File: config.mk
export PLATFORM = sky130hd
export DESIGN_NAME = conv_pacer
export DESIGN_NICKNAME = d
export VERILOG_FILES = /design/src/rtl/conv_pacer_pkg.sv /design/src/rtl/cp_clk_prescale.sv /design/src/rtl/cp_timebase.sv /design/src/rtl/cp_event_sel.sv /design/src/rtl/cp_strobe.sv /design/src/rtl/conv_pacer.sv
export SDC_FILE = /design/constraint.sdc
export NUM_CORES = 1
export LEC_CHECK = 0
export BUFFER_PORTS_ARGS = -buffer_cell sky130_fd_sc_hd__clkbuf_2
export CAP_MARGIN = 20
export CORE_UTILIZATION = 25
export CTS_CLUSTER_SIZE = 25
export DETAILED_ROUTE_END_ITERATION = 6
export GPL_ROUTABILITY_DRIVEN = 0
export PLACE_DENSITY_LB_ADDON = 0.15
export SYNTH_ARGS = -nofsm -noshare
export SYNTH_HDL_FRONTEND = slang
export SYNTH_HIERARCHICAL = 1
export SYNTH_SLANG_ARGS = --single-unit
File: constraint.sdc
create_clock -name clk -period 4.26 [get_ports clk]
set_input_delay 0.639 -clock clk [delete_from_list [all_inputs] [get_ports clk]]
set_output_delay 0.639 -clock clk [all_outputs]
set_load 0.1 [all_outputs]
File: src/rtl/conv_pacer_pkg.sv
package conv_pacer_pkg;

  typedef enum logic {
    CM_UP     = 1'b0,
    CM_UPDOWN = 1'b1
  } cnt_mode_e;

  localparam int EV_W = 3;
  localparam logic [EV_W-1:0] EV_ZERO   = 3'd1;
  localparam logic [EV_W-1:0] EV_PERIOD = 3'd2;
  localparam logic [EV_W-1:0] EV_CMP_UP = 3'd4;
  localparam logic [EV_W-1:0] EV_CMP_DN = 3'd5;

  // Input clocks per counter tick.
  function automatic int unsigned div_ratio(int unsigned hs, int unsigned ck);
    int unsigned first;
    first = (hs == 0) ? 1 : 2 * hs;
    return first << ck;
  endfunction

  // Largest ratio reachable with the given field widths.
  function automatic int unsigned max_ratio(int unsigned hs_w, int unsigned ck_w);
    return div_ratio((1 << hs_w) - 1, (1 << ck_w) - 1);
  endfunction

endpackage

File: src/rtl/cp_clk_prescale.sv
module cp_clk_prescale
  import conv_pacer_pkg::*;
#(
  parameter int HS_W = 3,
  parameter int CK_W = 3
) (
  input  logic            clk,
  input  logic            rst_n,
  input  logic [HS_W-1:0] hs_div,
  input  logic [CK_W-1:0] ck_div,
  output logic            tick
);
  localparam int unsigned MAXR = max_ratio(HS_W, CK_W);
  localparam int DW = $clog2(MAXR + 1);

  logic [DW-1:0] div_q;
  logic [DW-1:0] limit;

  assign limit = DW'(div_ratio(32'(hs_div), 32'(ck_div)) - 1);
  assign tick  = (div_q >= limit);

  always_ff @(posedge clk or negedge rst_n) begin
    if (!rst_n)    div_q <= '0;
    else if (tick) div_q <= '0;
    else           div_q <= div_q + 1'b1;
  end
endmodule

File: src/rtl/cp_timebase.sv
module cp_timebase
  import conv_pacer_pkg::*;
#(
  parameter int CNT_W = 16
) (
  input  logic             clk,
  input  logic             rst_n,
  input  logic             tick,
  input  cnt_mode_e        mode,
  input  logic [CNT_W-1:0] period_i,
  input  logic [CNT_W-1:0] compare_i,
  output logic [CNT_W-1:0] cnt,
  output logic [CNT_W-1:0] prd_act,
  output logic [CNT_W-1:0] cmp_act,
  output logic             arr_up,
  output logic             step
);
  logic [CNT_W-1:0] cnt_nxt;
  logic             up_nxt;

  always_comb begin
    cnt_nxt = cnt;
    up_nxt  = arr_up;
    if (mode == CM_UP) begin
      up_nxt  = 1'b1;
      cnt_nxt = (cnt >= prd_act) ? '0 : cnt + 1'b1;
    end else if (prd_act == '0) begin
      up_nxt  = 1'b0;
      cnt_nxt = '0;
    end else if ((arr_up && cnt < prd_act) || cnt == '0) begin
      up_nxt  = 1'b1;
      cnt_nxt = cnt + 1'b1;
    end else begin
      up_nxt  = 1'b0;
      cnt_nxt = cnt - 1'b1;
    end
  end

  always_ff @(posedge clk or negedge rst_n) begin
    if (!rst_n) begin
      cnt    <= '0;
      arr_up <= 1'b0;
      step   <= 1'b0;
    end else begin
      step <= tick;
      if (tick) begin
        cnt    <= cnt_nxt;
        arr_up <= up_nxt;
      end
    end
  end

  // Shadow reload only while the counter rests at zero.
  always_ff @(posedge clk or negedge rst_n) begin
    if (!rst_n) begin
      prd_act <= '0;
      cmp_act <= '0;
    end else if (cnt == '0) begin
      prd_act <= period_i;
      cmp_act <= compare_i;
    end
  end
endmodule

File: src/rtl/cp_event_sel.sv
module cp_event_sel
  import conv_pacer_pkg::*;
#(
  parameter int CNT_W = 16
) (
  input  logic             step,
  input  logic [CNT_W-1:0] cnt,
  input  logic [CNT_W-1:0] prd_act,
  input  logic [CNT_W-1:0] cmp_act,
  input  logic             arr_up,
  input  logic [EV_W-1:0]  sel,
  output logic             hit
);
  logic cond;

  always_comb begin
    unique case (sel)
      EV_ZERO:   cond = (cnt == '0);
      EV_PERIOD: cond = (cnt == prd_act);
      EV_CMP_UP: cond = (cnt == cmp_act) && arr_up;
      EV_CMP_DN: cond = (cnt == cmp_act) && !arr_up;
      default:   cond = 1'b0;
    endcase
  end

  assign hit = step && cond;
endmodule

File: src/rtl/cp_strobe.sv
module cp_strobe #(
  parameter int PS_W = 2
) (
  input  logic            clk,
  input  logic            rst_n,
  input  logic            hit,
  input  logic            en,
  input  logic [PS_W-1:0] ps_sel,
  output logic            soc
);
  logic [PS_W-1:0] ps_q;
  logic [PS_W-1:0] ps_nxt;

  assign ps_nxt = ps_q + 1'b1;

  always_ff @(posedge clk or negedge rst_n) begin
    if (!rst_n) begin
      ps_q <= '0;
      soc  <= 1'b0;
    end else if (ps_sel == '0) begin
      ps_q <= '0;
      soc  <= 1'b0;
    end else if (hit && en) begin
      if (ps_nxt == ps_sel) begin
        ps_q <= '0;
        soc  <= 1'b1;
      end else begin
        ps_q <= ps_nxt;
        soc  <= 1'b0;
      end
    end else begin
      soc <= 1'b0;
    end
  end
endmodule

File: src/rtl/conv_pacer.sv
module conv_pacer
  import conv_pacer_pkg::*;
#(
  parameter int CNT_W = 16,
  parameter int HS_W  = 3,
  parameter int CK_W  = 3,
  parameter int PS_W  = 2
) (
  input  logic             clk,
  input  logic             rst_n,
  input  logic             cnt_mode_i,
  input  logic [HS_W-1:0]  hs_div_i,
  input  logic [CK_W-1:0]  ck_div_i,
  input  logic [CNT_W-1:0] period_i,
  input  logic [CNT_W-1:0] compare_i,
  input  logic [EV_W-1:0]  evt_sel_i,
  input  logic [PS_W-1:0]  evt_ps_i,
  input  logic             trig_en_i,
  output logic             soc_o
);
  // Named internal events, also observed by the bound checker.
  logic             tick_w;
  logic             step_w;
  logic             arr_up_w;
  logic             hit_w;
  logic [CNT_W-1:0] cnt_w;
  logic [CNT_W-1:0] prd_act_w;
  logic [CNT_W-1:0] cmp_act_w;

  cp_clk_prescale #(.HS_W(HS_W), .CK_W(CK_W)) u_pre (
    .clk(clk), .rst_n(rst_n), .hs_div(hs_div_i), .ck_div(ck_div_i), .tick(tick_w)
  );

  cp_timebase #(.CNT_W(CNT_W)) u_tb (
    .clk(clk), .rst_n(rst_n), .tick(tick_w), .mode(cnt_mode_e'(cnt_mode_i)),
    .period_i(period_i), .compare_i(compare_i), .cnt(cnt_w),
    .prd_act(prd_act_w), .cmp_act(cmp_act_w), .arr_up(arr_up_w), .step(step_w)
  );

  cp_event_sel #(.CNT_W(CNT_W)) u_ev (
    .step(step_w), .cnt(cnt_w), .prd_act(prd_act_w), .cmp_act(cmp_act_w),
    .arr_up(arr_up_w), .sel(evt_sel_i), .hit(hit_w)
  );

  cp_strobe #(.PS_W(PS_W)) u_st (
    .clk(clk), .rst_n(rst_n), .hit(hit_w), .en(trig_en_i), .ps_sel(evt_ps_i), .soc(soc_o)
  );
endmodule

==> flow_summary.json <==
{
  "outcome": "finished, final reports clean",
  "insertedDiodeCount": 0,
  "finalCritPeriodShare_pct": 91.7,
  "worstHoldPathType": "primary input to async pin",
  "maximum_fanout_encountered_on_the_critical_timing_path": 12,
  "ant_nets": 0,
  "core-area_sq_mm": 0.0197,
  "synthesis.yosys.warnings": 6,
  "layout.area.seq_sq_mm": 0.00160,
  "starting_drt_drc_count": 273,
  "area_leader_netlist": "sky130_fd_sc_hd__dfrtp_1",
  "htree_num_levels": 3,
  "grt_first_pass_wirelength_um": 24300,
  "worst_margin_pin_slew_ns": 0.770,
  "first_global_vias": 4447,
  "routed-via-count": 4561,
  "finalHoldViolCount": 0,
  "portBuffers": 47,
  "async_reset_ff_share_pct": 100,
  "synthesis.area_per_instance_sq_um": 8.84,
  "share_of_the_yosys_chip_area_belonging_to_registers_pct": 31.4,
  "routed_via_density": 4.97,
  "maxCapViolations": 0,
  "synth_top_area_share_pct": 31.4,
  "finalSetupViolations": 0,
  "cts_hold_repair_buffers": 0,
  "first_pass_iters": 5,
  "multiInputGateArea_sq_mm": 0.00323,
  "cts-root-to-sink-buffers": 2,
  "placedCellCount": 901,
  "cts_repair_resize_count": 0,
  "cts_made_buffers": 9,
  "track_usage_pct": 15.2,
  "tritoncts": "built",
  "die_footprint_sq_mm": 0.0209,
  "drcViolationCount": 0,
  "floorplan.io_pins": 48,
  "slew_violations": 0,
  "die_height_um": 145,
  "rsz0062_at_grt": "no",
  "worstSetupStartpointType": "primary input",
  "worstSetupEndpointType": "flop",
  "synth.top_cells.by_area": "sky130_fd_sc_hd__dfrtp_1 (31%), sky130_fd_sc_hd__ha_1 (7.6%), sky130_fd_sc_hd__nand2_1 (4.7%)",
  "path_clk_slew_ns": 0.05,
  "drt_wl_total_um": 15000,
  "cell_at_the_root_of_the_clock_tree": "sky130_fd_sc_hd__clkbuf_16",
  "grt_start_max_net_pins": 46,
  "synth.net_count": 654,
  "n_fill_cell": 2086,
  "r2r.worst_path.cells": 10,
  "final-instance-count-excl-fill": 917,
  "avgRoutedWirePerCell_um": 16.4,
  "timing_worst_setup_path_type": "primary input to flop",
  "max-slew-margin-rel_pct": 48.7,
  "ys_seq_elements": 64,
  "ys_dominant_reg_cell": "sky130_fd_sc_hd__dfrtp_1",
  "clock_latency_ns": 0.34,
  "ir_drop_v": 0.000184,
  "detailed_place_hpwl_um": 11400,
  "cts_sinks": 64,
  "totalNegativeSetupSlack_ns": 0,
  "initial_utilization_pct": 25.8,
  "worst-endpoint-required_ns": 4.48,
  "grt_overflow_total": 0,
  "power.leakage_nw": 2.79,
  "netlist_instances": 576,
  "final_net_count": 726,
  "worst_clock_skew_ns": 0.00474,
  "share_of_final_layout_standard_cells_stronger_than_drive_strength_1_pct": 21.6,
  "post-cts-setup-buffers": 0,
  "post-route-min-period_ns": 3.91,
  "highest_achievable_clock_rate_ghz": 0.256,
  "critPathArrivalTime_ns": 4.12,
  "syn_to_final_growth_pct": 19.5,
  "netlist-cell-type-count": 73,
  "p_per_area_mw_per_mm2": 413,
  "synth_edf_count": 0,
  "chipWidth_um": 145,
  "floorplan.rows": 51,
  "syn_area_sq_mm": 0.00509,
  "grt_antenna_before_repair": 0,
  "netlist_top_cells_count": "sky130_fd_sc_hd__dfrtp_1 (64), sky130_fd_sc_hd__nand2_1 (64), sky130_fd_sc_hd__nor2_1 (38)"
}
==> critical path: stages <==
cell and delay, ns:
sky130_fd_sc_hd__clkbuf_2 0.12, sky130_fd_sc_hd__nand2b_1 0.15, sky130_fd_sc_hd__nor3_1 0.06, sky130_fd_sc_hd__o21ai_1 0.17
sky130_fd_sc_hd__ha_1 0.20, sky130_fd_sc_hd__inv_1 0.07, sky130_fd_sc_hd__a221oi_4 0.26, sky130_fd_sc_hd__nand4_4 0.11
sky130_fd_sc_hd__or3_1 0.36, sky130_fd_sc_hd__o31a_1 0.11, sky130_fd_sc_hd__ha_1 0.29, sky130_fd_sc_hd__a21o_1 0.18
sky130_fd_sc_hd__a21o_1 0.17, sky130_fd_sc_hd__a21oi_1 0.18, sky130_fd_sc_hd__o21ai_1 0.11, sky130_fd_sc_hd__buf_4 0.20
sky130_fd_sc_hd__nand4_1 0.19, sky130_fd_sc_hd__o21ai_0 0.16, sky130_fd_sc_hd__a221oi_1 0.33, sky130_fd_sc_hd__nor2_1 0.07
==> power breakdown <==
group | switching, mW | total (mW) | internal [mW]
Sequential | 0.156 | 0.868 | 0.712
Combinational | 0.533 | 0.948 | 0.414
Clock | 0.279 | 0.699 | 0.420
==> cells in the final DEF, fill, tap and decap left out, drive strengths merged, types with 4 or more instances in the layout <==
cell type | Yosys | routed
o22a | 7 | 7
nand2b | 4 | 4
mux2i | 7 | 7
clkbuf | 11 | 58
a21oi | 33 | 33
mux2 | 23 | 23
a2bb2oi | 4 | 4
nand3 | 12 | 12
buf | 14 | 40
o211ai | 6 | 6
nand2 | 64 | 64
o21ai | 40 | 40
nor3b | 5 | 5
a21o | 9 | 9
nor2b | 10 | 10
or4 | 4 | 4
nor2 | 38 | 38
nor3 | 8 | 8
a221oi | 4 | 4
xor2 | 18 | 18
nand4 | 23 | 23
dfrtp | 64 | 64
nor4 | 14 | 14
or3 | 10 | 10
inv | 30 | 30
and3 | 9 | 9
xnor2 | 27 | 27
ha | 31 | 31
==> cell families (layout without fill, tap and decap cells) <==
logic type	Yosys count	count (layout)	synth area share [%]
AND/OR/NAND/NOR	219	219	24.0
AO/OA/AOI/OAI	132	132	17.5
flip-flops	64	64	31.4
XOR/XNOR	45	45	7.74
multiplexers	30	30	6.54
adder cells (fa/ha/maj)	31	31	7.62
buffers and inverters	55	131	5.18
==> cell type report <==
cell class / instances / area share [%]
Tap cell: 265 / 5.45
Clock inverter: 3 / 0.288
Sequential cell: 64 / 26.3
Timing Repair Buffer: 86 / 8.88
Multi-Input combinational cell: 457 / 53.0
Inverter: 30 / 1.85
Clock buffer: 12 / 4.21
==> stage by stage <==
stage / util [%] / power (mW) / hold slack (ns) / setup slack (ns) / area [sq um]
3_3_place_gp: 29.4 / 1.82 / 0.514 / 0.204 / 5790
6_report: 30.9 / 2.52 / 0.205 / 0.353 / 6090
4_1_cts: 30.8 / 2.54 / 0.491 / 0.413 / 6070
2_1_floorplan: - / 1.49 / 0.343 / 0.0365 / 5090
5_1_grt: 30.9 / 2.69 / 0.208 / 0.138 / 6090
3_5_place_dp: 29.4 / 1.82 / 0.521 / 0.0808 / 5790
==> worst paths after layout <==
path / from / to / slack (ns)
worst max-delay path: hs_div_i[1] / u_tb/cnt[2] / 0.35
worst min-delay path: rst_n / u_pre/div_q[1] / 0.21
worst max register to register: u_tb/prd_act[15] / u_tb/cnt[11] / 1.01
worst min register to register: u_tb/cmp_act[2] / u_tb/cmp_act[2] / 0.53
max in group asynchronous: rst_n / u_tb/prd_act[8] / 3.20
min in group clk: period_i[10] / u_tb/prd_act[10] / 0.50
==> routing by layer <==
metal  vias to the layer above  share of wire, %  GRT usage [%]  routed length, um
met5                         -                 0              0                  0
met4                         0               2.3           4.99                341
met3                        21               4.9           3.29                729
met2                       108                44           22.6               6550
met1                      2189                49           21.6               7380
li1                       2243                 -              -                  -
==> registers in the layout (all words and copies together), names as in the netlist <==
signal,count
u_tb/prd_act,16
u_st/soc,1
u_pre/div_q,11
u_st/ps_q,2
u_tb/cmp_act,16
u_tb/cnt,16
u_tb/arr_up,1
u_tb/step,1
(Power assumes the default switching activity.)
